<file path="config.mk">
export PLATFORM = sky130hd
export DESIGN_NAME = alu4_core
export DESIGN_NICKNAME = d
export VERILOG_FILES = /design/src/rtl/alu4_pkg.sv /design/src/rtl/alu4_addsub.sv /design/src/rtl/alu4_mult.sv /design/src/rtl/alu4_bitops.sv /design/src/rtl/alu4_core.sv
export SDC_FILE = /design/constraint.sdc
export NUM_CORES = 1
export LEC_CHECK = 0
export BUFFER_PORTS_ARGS = -buffer_cell sky130_fd_sc_hd__buf_2
export CORE_MARGIN = 10
export CORE_UTILIZATION = 50
export DETAILED_ROUTE_END_ITERATION = 8
export PLACE_DENSITY = 0.8
export SETUP_SLACK_MARGIN = 0.2
export SLEW_MARGIN = 25
export SYNTH_ARGS = -nofsm -noshare
export SYNTH_HDL_FRONTEND = slang
export SYNTH_SLANG_ARGS = --single-unit
</file>
<file path="constraint.sdc">
create_clock -name vclk -period 15.45
set_input_delay 3.09 -clock vclk [all_inputs]
set_output_delay 3.09 -clock vclk [all_outputs]
set_load 0.03 [all_outputs]
</file>
<file path="src/rtl/alu4_pkg.sv">
package alu4_pkg;

    localparam int unsigned OPND_W = 4;
    localparam int unsigned SEL_W  = 3;

    typedef enum logic [SEL_W-1:0] {
        OP_ADD  = 3'b000,
        OP_SUB  = 3'b001,
        OP_SHR  = 3'b010,
        OP_MUL  = 3'b011,
        OP_XNR  = 3'b100,
        OP_EQ   = 3'b101,
        OP_RSV6 = 3'b110,
        OP_RSV7 = 3'b111
    } alu_op_e;

    function automatic logic op_uses_carry(input alu_op_e op);
        return (op == OP_ADD) || (op == OP_SUB);
    endfunction

    function automatic logic op_is_spare(input alu_op_e op);
        return (op == OP_RSV6) || (op == OP_RSV7);
    endfunction

endpackage

</file>
<file path="src/rtl/alu4_addsub.sv">
module alu4_addsub #(
    parameter int unsigned W = 4
) (
    input  logic [W-1:0] a,
    input  logic [W-1:0] b,
    input  logic         cin,
    input  logic         sub,
    output logic [W-1:0] sum,
    output logic         cout
);
    // Subtract is done as a + ~b + ~cin, so cin serves as a borrow-in.
    logic [W-1:0] b_eff;
    logic [W:0]   chain;

    assign b_eff    = sub ? ~b : b;
    assign chain[0] = sub ? ~cin : cin;

    genvar i;
    generate
        for (i = 0; i < W; i++) begin : g_cell
            assign sum[i]     = a[i] ^ b_eff[i] ^ chain[i];
            assign chain[i+1] = (a[i] & b_eff[i]) | (a[i] & chain[i]) | (b_eff[i] & chain[i]);
        end
    endgenerate

    // Borrow out is the inverted carry when subtracting.
    assign cout = sub ? ~chain[W] : chain[W];

    logic [W:0] ref_a, ref_b, ref_c, ref_s;
    always_comb begin
        ref_a = {1'b0, a};
        ref_b = {1'b0, b};
        ref_c = {{W{1'b0}}, cin};
        if (sub) begin
            ref_s = ref_a - ref_b - ref_c;
            // difference and borrow agree with unsigned subtraction
            a_r2_sub_value: assert ((sum == ref_s[W-1:0]) && (cout == (ref_a < (ref_b + ref_c))))
                else $error("subtract path mismatch");
        end else begin
            ref_s = ref_a + ref_b + ref_c;
            // sum and carry agree with unsigned addition
            a_r1_add_value: assert ({cout, sum} == ref_s)
                else $error("add path mismatch");
        end
    end

endmodule

</file>
<file path="src/rtl/alu4_mult.sv">
module alu4_mult #(
    parameter int unsigned W = 4
) (
    input  logic [W-1:0]   a,
    input  logic [W-1:0]   b,
    output logic [2*W-1:0] prod
);
    localparam int unsigned PW = 2 * W;

    logic [PW-1:0] pp  [W];
    logic [PW-1:0] acc [W];

    genvar r, k;
    generate
        for (r = 0; r < W; r++) begin : g_pp
            assign pp[r] = b[r] ? ({{W{1'b0}}, a} << r) : '0;
        end

        assign acc[0] = pp[0];

        for (r = 1; r < W; r++) begin : g_row
            logic [PW-1:0] cy;
            assign cy[0] = 1'b0;
            for (k = 0; k < PW; k++) begin : g_bit
                assign acc[r][k] = acc[r-1][k] ^ pp[r][k] ^ cy[k];
                if (k < PW - 1) begin : g_cy
                    assign cy[k+1] = (acc[r-1][k] & pp[r][k]) |
                                     (acc[r-1][k] & cy[k]) |
                                     (pp[r][k] & cy[k]);
                end
            end
        end
    endgenerate

    assign prod = acc[W-1];

    logic [PW-1:0] ref_a, ref_b;
    always_comb begin
        ref_a = {{W{1'b0}}, a};
        ref_b = {{W{1'b0}}, b};
        // array product equals the unsigned product
        a_r4_product: assert (prod == ref_a * ref_b)
            else $error("multiplier mismatch");
    end

endmodule

</file>
<file path="src/rtl/alu4_bitops.sv">
module alu4_bitops #(
    parameter int unsigned W = 4
) (
    input  logic [W-1:0] a,
    input  logic [W-1:0] b,
    output logic [W-1:0] shr,
    output logic [W-1:0] xnr,
    output logic         eq
);
    assign shr = {1'b0, a[W-1:1]};
    assign xnr = ~(a ^ b);
    // Equality reuses the XNOR vector: all bits agree.
    assign eq  = &xnr;

    always_comb begin
        // each XNOR bit is set exactly where the operands agree
        a_r5_xnor_agree: assert ((xnr ^ a ^ b) == {W{1'b1}})
            else $error("xnor mismatch");
        // the equality flag matches operand equality
        a_r6_eq_flag: assert (eq == (a == b))
            else $error("equality mismatch");
    end

endmodule

</file>
<file path="src/rtl/alu4_core.sv">
module alu4_core
    import alu4_pkg::*;
#(
    parameter int unsigned W = OPND_W
) (
    input  logic [W-1:0]       a_i,
    input  logic [W-1:0]       b_i,
    input  logic               carry_i,
    input  logic [SEL_W-1:0]   op_i,
    output logic [2*W-1:0]     result_o,
    output logic               carry_o
);
    localparam int unsigned RES_W = 2 * W;
    localparam int unsigned PAD_W = RES_W - W;

    typedef struct packed {
        logic [RES_W-1:0] value;
        logic             carry;
    } alu_res_t;

    alu_op_e op;
    assign op = alu_op_e'(op_i);

    logic [W-1:0]     as_sum;
    logic             as_cout;
    logic [RES_W-1:0] mul_prod;
    logic [W-1:0]     sh_val;
    logic [W-1:0]     xn_val;
    logic             eq_flag;

    alu4_addsub #(.W(W)) u_addsub (
        .a    (a_i),
        .b    (b_i),
        .cin  (carry_i),
        .sub  (op == OP_SUB),
        .sum  (as_sum),
        .cout (as_cout)
    );

    alu4_mult #(.W(W)) u_mult (
        .a    (a_i),
        .b    (b_i),
        .prod (mul_prod)
    );

    alu4_bitops #(.W(W)) u_bitops (
        .a   (a_i),
        .b   (b_i),
        .shr (sh_val),
        .xnr (xn_val),
        .eq  (eq_flag)
    );

    alu_res_t sel;
    always_comb begin
        sel = '0;
        unique case (op)
            OP_ADD, OP_SUB: sel = '{value: {{PAD_W{1'b0}}, as_sum}, carry: as_cout};
            OP_SHR:         sel = '{value: {{PAD_W{1'b0}}, sh_val}, carry: 1'b0};
            OP_MUL:         sel = '{value: mul_prod, carry: 1'b0};
            OP_XNR:         sel = '{value: {{PAD_W{1'b0}}, xn_val}, carry: 1'b0};
            OP_EQ:          sel = '{value: {{(RES_W-1){1'b0}}, eq_flag}, carry: 1'b0};
            default:        sel = '0;
        endcase
    end

    assign result_o = sel.value;
    assign carry_o  = sel.carry;

    always_comb begin
        // the carry output only ever rises for add or subtract
        a_r8_carry_arith_only: assert (!carry_o || op_uses_carry(op))
            else $error("carry raised outside add/subtract");
        // spare codes give zero result and clear carry
        a_r7_spare_zero: assert (!op_is_spare(op) || ((result_o == '0) && !carry_o))
            else $error("spare code produced nonzero output");
        // shifted result keeps the padded bits at zero and moves a_i down one place
        a_r3_shift_port: assert ((op != OP_SHR) || (result_o == ({{PAD_W{1'b0}}, a_i} >> 1)))
            else $error("shift result mismatch");
        // equality result is only ever 0 or 1
        a_r6_eq_range: assert ((op != OP_EQ) || (result_o[RES_W-1:1] == '0))
            else $error("compare result out of range");
    end

endmodule

</file>
==> run_results.csv, run 1 <==
group,metric,value,unit
run_status,run_status,"finished clean",
drt,highest_layer,"met4",
placement,dpl.hpwl,1360,µm
global_routing,grt_overflow_total,0,
sta,slew_headroom,76.0,%
cells_and_area,n_clock_buffer,0,
drt,drt-initial-drc-count,9,
placement,port_buffers,21,
drt,wl_met2,753,µm
synthesis,synth_top_area_share,34.3,%
synthesis,synth_fp_nets,105,
cells_and_area,multi_input_area,661,µm²
critical_path,cpPeakStageDelay,0.49,ns
placement,dp_slack,5.34,ns
critical_path,cp-start-kind,"input port",
sta,setup_ws,5.37,ns
floorplanning,coreArea,0.00132,mm²
floorplanning,pin_count,21,
synthesis,synthAdderAreaFrac,48.7,%
drt,drc,0,
cells_and_area,nFlopsAndLatches,0,
sta,min_period,10.08,ns
critical_path,path_common_cell,"fa_1",
global_routing,grt_max_degree,16,
synthesis,syn_inst,73,
sta,drv_slew,0,
power_and_ir_drop,power,30.3,µW
critical_path,crit_slowest_cell,"fa_1",
synthesis,synth_top_family_by_area,"adder cells",
floorplanning,die_h,57.4,µm
cells_and_area,nNetsFinal,125,
synthesis,synth.cell_area,699,µm²
critical_path,cp_cell_sequence,"buf_2 > and2_1 > ha_1 > fa_1 > fa_1 > fa_1 > fa_1 > fa_1 > fa_1 > inv_1 > fa_1 > nor2_1 > buf_2",
clocking,cts_resized,0,
cells_and_area,fillCellCount,129,
power_and_ir_drop,leakagePower,0.407,nW
drt,vias_per_cell,5.47,
critical_path,crit_type,"input port to output port",
drt,m1WireLength,682,µm
critical_path,critPathBufInv,3,
sta,finalSetupTns,0,ns
clocking,post-cts-setup-buffers,0,
sta,clock.fmax,99.2,MHz
drt,ant_nets,0,
sta,rsz0062_at_grt,"false",
drt,first_pass_iters,4,
cells_and_area,num_antenna_cells,0,
synthesis,ys_types,22,
critical_path,critPathMaxFanout,6,
drt,wl_per_cell,14.5,µm
power_and_ir_drop,max-vdd-ir-drop,0.0219,mV
global_routing,grt_pass1_wl,2620,µm
run,cap_violations,0,
drt,vias,580,
synthesis,yosys.area.top_type,"fa_1",
sta,tightest_slew,0.359,ns
cells_and_area,postLayoutCoreUtil,60.4,%
critical_path,endpoint_kind,"output port",
placement,gp_congestion,0.811,
floorplanning,num_rows,13,
critical_path,crit_family,"adder cells",
drt,drt-total-wl,1530,µm
global_routing,antenna_found_initial,0,
floorplanning,die-area,0.00329,mm²
cells_and_area,final_cell_mix,"buf_2 (21), and2_1 (14), fa_1 (12)",
cells_and_area,mostFrequentLayoutCell,"buf_2",
synthesis,ys_seq_area_share,0,%
sta,worst_hold_slack,6.67,ns
global_routing,track_usage,9.03,%
sta,layout_worst_path_cycle_share,65.2,%
synthesis,synth.top_cells.by_area,"fa_1 (34%), ha_1 (14%), and2_1 (13%)",
cells_and_area,syn2layout_area_growth,13.8,%
synthesis,synth-xor-area-share,7.51,%
synthesis,avgSynthCellArea,9.58,µm²
synthesis,ys_warn_count,0,
sta,finalHoldViolations,0,
drt,wl_met3,65,µm
power_and_ir_drop,powerDensity,38.1,mW/mm²
sta,setup_viol,0,
floorplanning,start_util,53.1,%
hold_path,hold_class,"input port to output port",
critical_path,required,12.36,ns
floorplanning,die_w,57.4,µm
critical_path,worst_ep_arrival_time,6.99,ns
global_routing,grt_pass1_vias,634,
clocking,ctsHoldBuffers,0,
synthesis,synth-simple-area-share,24.3,%
cells_and_area,seq_area,0,µm²
synthesis,synth_compound_area_share,9.66,%
cells_and_area,drive_gt1_share,26.4,%
synthesis,synthMuxAreaShare,4.29,%
==> final timing paths <==
check | from | endpoint | slack [ns] | depth (start not counted)
max | a_i[1] | result_o[6] | 5.37 | 13
min | op_i[2] | carry_o | 6.67 | 3
==> area by class of cell <==
class	count	area share, %
inverter	3	1.42
tap	15	2.36
multi-input combinational	67	83.0
timing repair buffer	21	13.2
==> Yosys cell counts (all sizes together) <==
library cell / count
and2: 14
mux2i: 3
nor3: 3
ha: 8
nor2b: 1
or2: 1
a21o: 2
nand2: 1
a31o: 1
fa: 12
nor3b: 1
xnor2: 1
or3: 1
o31ai: 1
a211oi: 3
buf: 3
a311oi: 1
xor2: 5
nor2: 7
a21oi: 1
inv: 3
==> layer usage <==
metal	vias up	track usage, %
li1	286	-
met1	275	10.4
met2	15	16.4
met3	4	1.55
met4	0	2.35
met5	-	0
==> power breakdown <==
part,internal [mW],switching (mW),total (mW)
clock,0,0,0
sequential,0,0,0
combinational,0.0126,0.0177,0.0303
total,0.0126,0.0177,0.0303
==> tightest hold or removal path: stages <==
cell	delay, ns
buf_2	0.23
nor3_1	0.09
buf_2	0.17
==> cell families (layout without fill, tap and decap cells) <==
| logic type | after synthesis | after routing |
|---|---|---|
| and+or+nand+nor | 29 | 29 |
| adders and majority gates | 20 | 20 |
| muxes | 3 | 3 |
| AOI/OAI and AO/OA | 9 | 9 |
| xor gates and xnor gates | 6 | 6 |
| buffers and inverters | 6 | 24 |
==> per-stage QoR <==
stage          area, µm²  instances
6_report             796        106
5_1_grt              796        106
4_1_cts              796        106
3_5_place_dp         796        106
3_3_place_gp         796        106
2_1_floorplan        699         73
No activity file was read; power rests on OpenSTA's default activity.
==> inputs of run 2 (changes only) <==
--- a/config.mk
+++ b/config.mk
@@ -5,11 +5,12 @@
 export SDC_FILE = /design/constraint.sdc
 export NUM_CORES = 1
 export LEC_CHECK = 0
+export ABC_AREA = 1
 export BUFFER_PORTS_ARGS = -buffer_cell sky130_fd_sc_hd__buf_2
 export CORE_MARGIN = 10
 export CORE_UTILIZATION = 50
 export DETAILED_ROUTE_END_ITERATION = 8
-export PLACE_DENSITY = 0.8
+export PLACE_DENSITY = 0.79
 export SETUP_SLACK_MARGIN = 0.2
 export SLEW_MARGIN = 25
 export SYNTH_ARGS = -nofsm -noshare
==> constraint.sdc (replaced) <==
create_clock -name vclk -period 9.83
set_input_delay 1.966 -clock vclk [all_inputs]
set_output_delay 1.966 -clock vclk [all_outputs]
set_load 0.03 [all_outputs]
==> run 2 against run 1 <==
Largest cell class unchanged. Critical path depth increased by 1. Die area increased by 6.7%. Via count increased by 21%.
==> run_results.csv, run 2 <==
group,metric,value,unit
drt,vias_per_cell,5.26,
synthesis,avgSynthCellArea,7.80,µm²
global_routing,track_usage,10.8,%
run_status,run_status,"finished clean",
sta,min_period,7.76,ns
power_and_ir_drop,leakagePower,0.502,nW
critical_path,cpPeakStageDelay,0.47,ns
global_routing,antenna_found_initial,0,
floorplanning,die_h,59.3,µm
drt,wl_per_cell,13.2,µm
sta,setup_viol,0,
synthesis,yosysMostFrequentCell,"inv_1",
clocking,post-cts-setup-buffers,0,
floorplanning,coreArea,0.00149,mm²
drt,drc,0,
cells_and_area,nNetsFinal,151,
synthesis,ys_warn_count,0,
critical_path,crit_family,"adder cells",
sta,drv_slew,0,
synthesis,synth_top_area_share,31.1,%
critical_path,cp-start-kind,"input port",
hold_path,hold-path-endpoint,"carry_o",
synthesis,yosys.area.top_type,"fa_1",
drt,drt-total-wl,1750,µm
synthesis,synth_fp_nets,131,
sta,finalSetupTns,0,ns
global_routing,grt_max_degree,13,
sta,rsz0062_at_grt,"false",
cells_and_area,syn2layout_area_growth,11.8,%
sta,clock.fmax,129,MHz
global_routing,grt_pass1_vias,729,
drt,vias,700,
floorplanning,num_rows,14,
global_routing,grt_pass1_wl,3260,µm
synthesis,yosys-top-cells-count,"inv_1 (19), nand2_1 (18), fa_1 (12)",
critical_path,critPathBufInv,4,
synthesis,ys_seq_area_share,0,%
synthesis,syn_inst,99,
drt,ant_nets,0,
critical_path,path_common_cell,"fa_1",
drt,drt-initial-drc-count,23,
cells_and_area,mostFrequentLayoutCell,"buf_2",
synthesis,synth.top_cells.by_area,"fa_1 (31%), ha_1 (13%), inv_1 (9.2%)",
critical_path,required,7.86,ns
power_and_ir_drop,power,50.8,µW
synthesis,ys_types,18,
placement,port_buffers,21,
cells_and_area,final_cell_mix,"buf_2 (21), inv_1 (19), nand2_1 (18)",
sta,layout_worst_path_cycle_share,79.0,%
clocking,ctsHoldBuffers,0,
critical_path,endpoint_kind,"output port",
synthesis,synth.cell_area,772,µm²
cells_and_area,nFlopsAndLatches,0,
global_routing,grt_overflow_total,0,
placement,dpl.hpwl,1520,µm
sta,slew_headroom,80.3,%
run,cap_violations,0,
critical_path,crit_start,"a_i[1]",
cells_and_area,drive_gt1_share,25.6,%
floorplanning,die-area,0.00352,mm²
drt,first_pass_iters,4,
placement,gp_congestion,0.843,
critical_path,worst_ep_arrival_time,5.80,ns
critical_path,crit_slowest_cell,"fa_1",
hold_path,hold_class,"input port to output port",
floorplanning,pin_count,21,
critical_path,critPathMaxFanout,6,
floorplanning,start_util,51.8,%
cells_and_area,seq_area,0,µm²
cells_and_area,n_clock_buffer,0,
cells_and_area,num_antenna_cells,0,
power_and_ir_drop,max-vdd-ir-drop,0.0307,mV
sta,finalHoldViolations,0,
floorplanning,die_w,59.3,µm
clocking,cts_resized,0,
sta,tightest_slew,0.296,ns
hold_path,hold_path_depth,3,
critical_path,crit_type,"input port to output port",
critical_path,cp.depth,14,
critical_path,cp_cell_sequence,"buf_2 > nand2_1 > inv_1 > ha_1 > fa_1 > fa_1 > fa_1 > fa_1 > fa_1 > fa_1 > inv_1 > fa_1 > nor2_1 > buf_2",
hold_path,hold_start,"op_i[1]",
power_and_ir_drop,powerDensity,58.8,mW/mm²
run 2: cell types whose count changed after synthesis, sizes merged, moves of 5 or more:
cell   before  now
xor2        5    0
nor2        7   12
inv         3   22
and2       14    0
nand3       0    7
xnor2       1    6
nand4       0    8
nand2       1   18
run 2: area by class of cell:
type	count	area, µm²
Fill cell	145	626
Inverter	22	90.1
Timing Repair Buffer	21	105
Multi-Input combinational cell	74	648
Tap cell	16	20.0
run 2: worst max path at each step:
stage | end | slack, ns
CTS | result_o[6] | 2.03
finish | result_o[6] | 2.07
floorplan | result_o[6] | 2.20
global placement | result_o[6] | 2.10
global route | result_o[6] | 1.88
detailed placement | result_o[6] | 2.01
run 2: kinds of logic after synthesis:
group / Yosys count / share of synthesized area [%]
AO/OA/AOI/OAI: 1 / 0.973
XOR/XNOR: 6 / 6.81
adder cells (fa/ha/maj): 20 / 44.1
buffers and inverters: 25 / 16.0
AND/OR/NAND/NOR: 47 / 32.1
run 2: through the flow:
| stage | cell area, µm² | worst slack (ns) | std cells | hold slack [ns] | utilization [%] |
|---|---|---|---|---|---|
| 3_3_place_gp | 863 | 2.10 | 133 | 4.40 | 58.0 |
| 5_1_grt | 863 | 1.88 | 133 | 4.44 | 58.0 |
| 6_report | 863 | 2.07 | 133 | 4.42 | 58.0 |
| 2_1_floorplan | 772 | 2.20 | 99 | 4.13 | - |
| 3_5_place_dp | 863 | 2.01 | 133 | 4.41 | 58.0 |
| 4_1_cts | 863 | 2.03 | 133 | 4.41 | 58.0 |
run 2: where the power goes:
group          switching (mW)  total (mW)  internal [mW]  leakage [nW]
Sequential                  0           0              0             0
Clock                       0           0              0             0
Combinational          0.0316      0.0508         0.0191         0.502
Total                  0.0316      0.0508         0.0191         0.502
run 2: layer usage:
layer / track usage (%) / vias up / wire length [µm]
met2: 18.1 / 27 / 905
met5: 0 / - / 0
met4: 0 / 0 / 0
li1: - / 347 / -
met1: 15.2 / 326 / 723
met3: 1.07 / 0 / 125
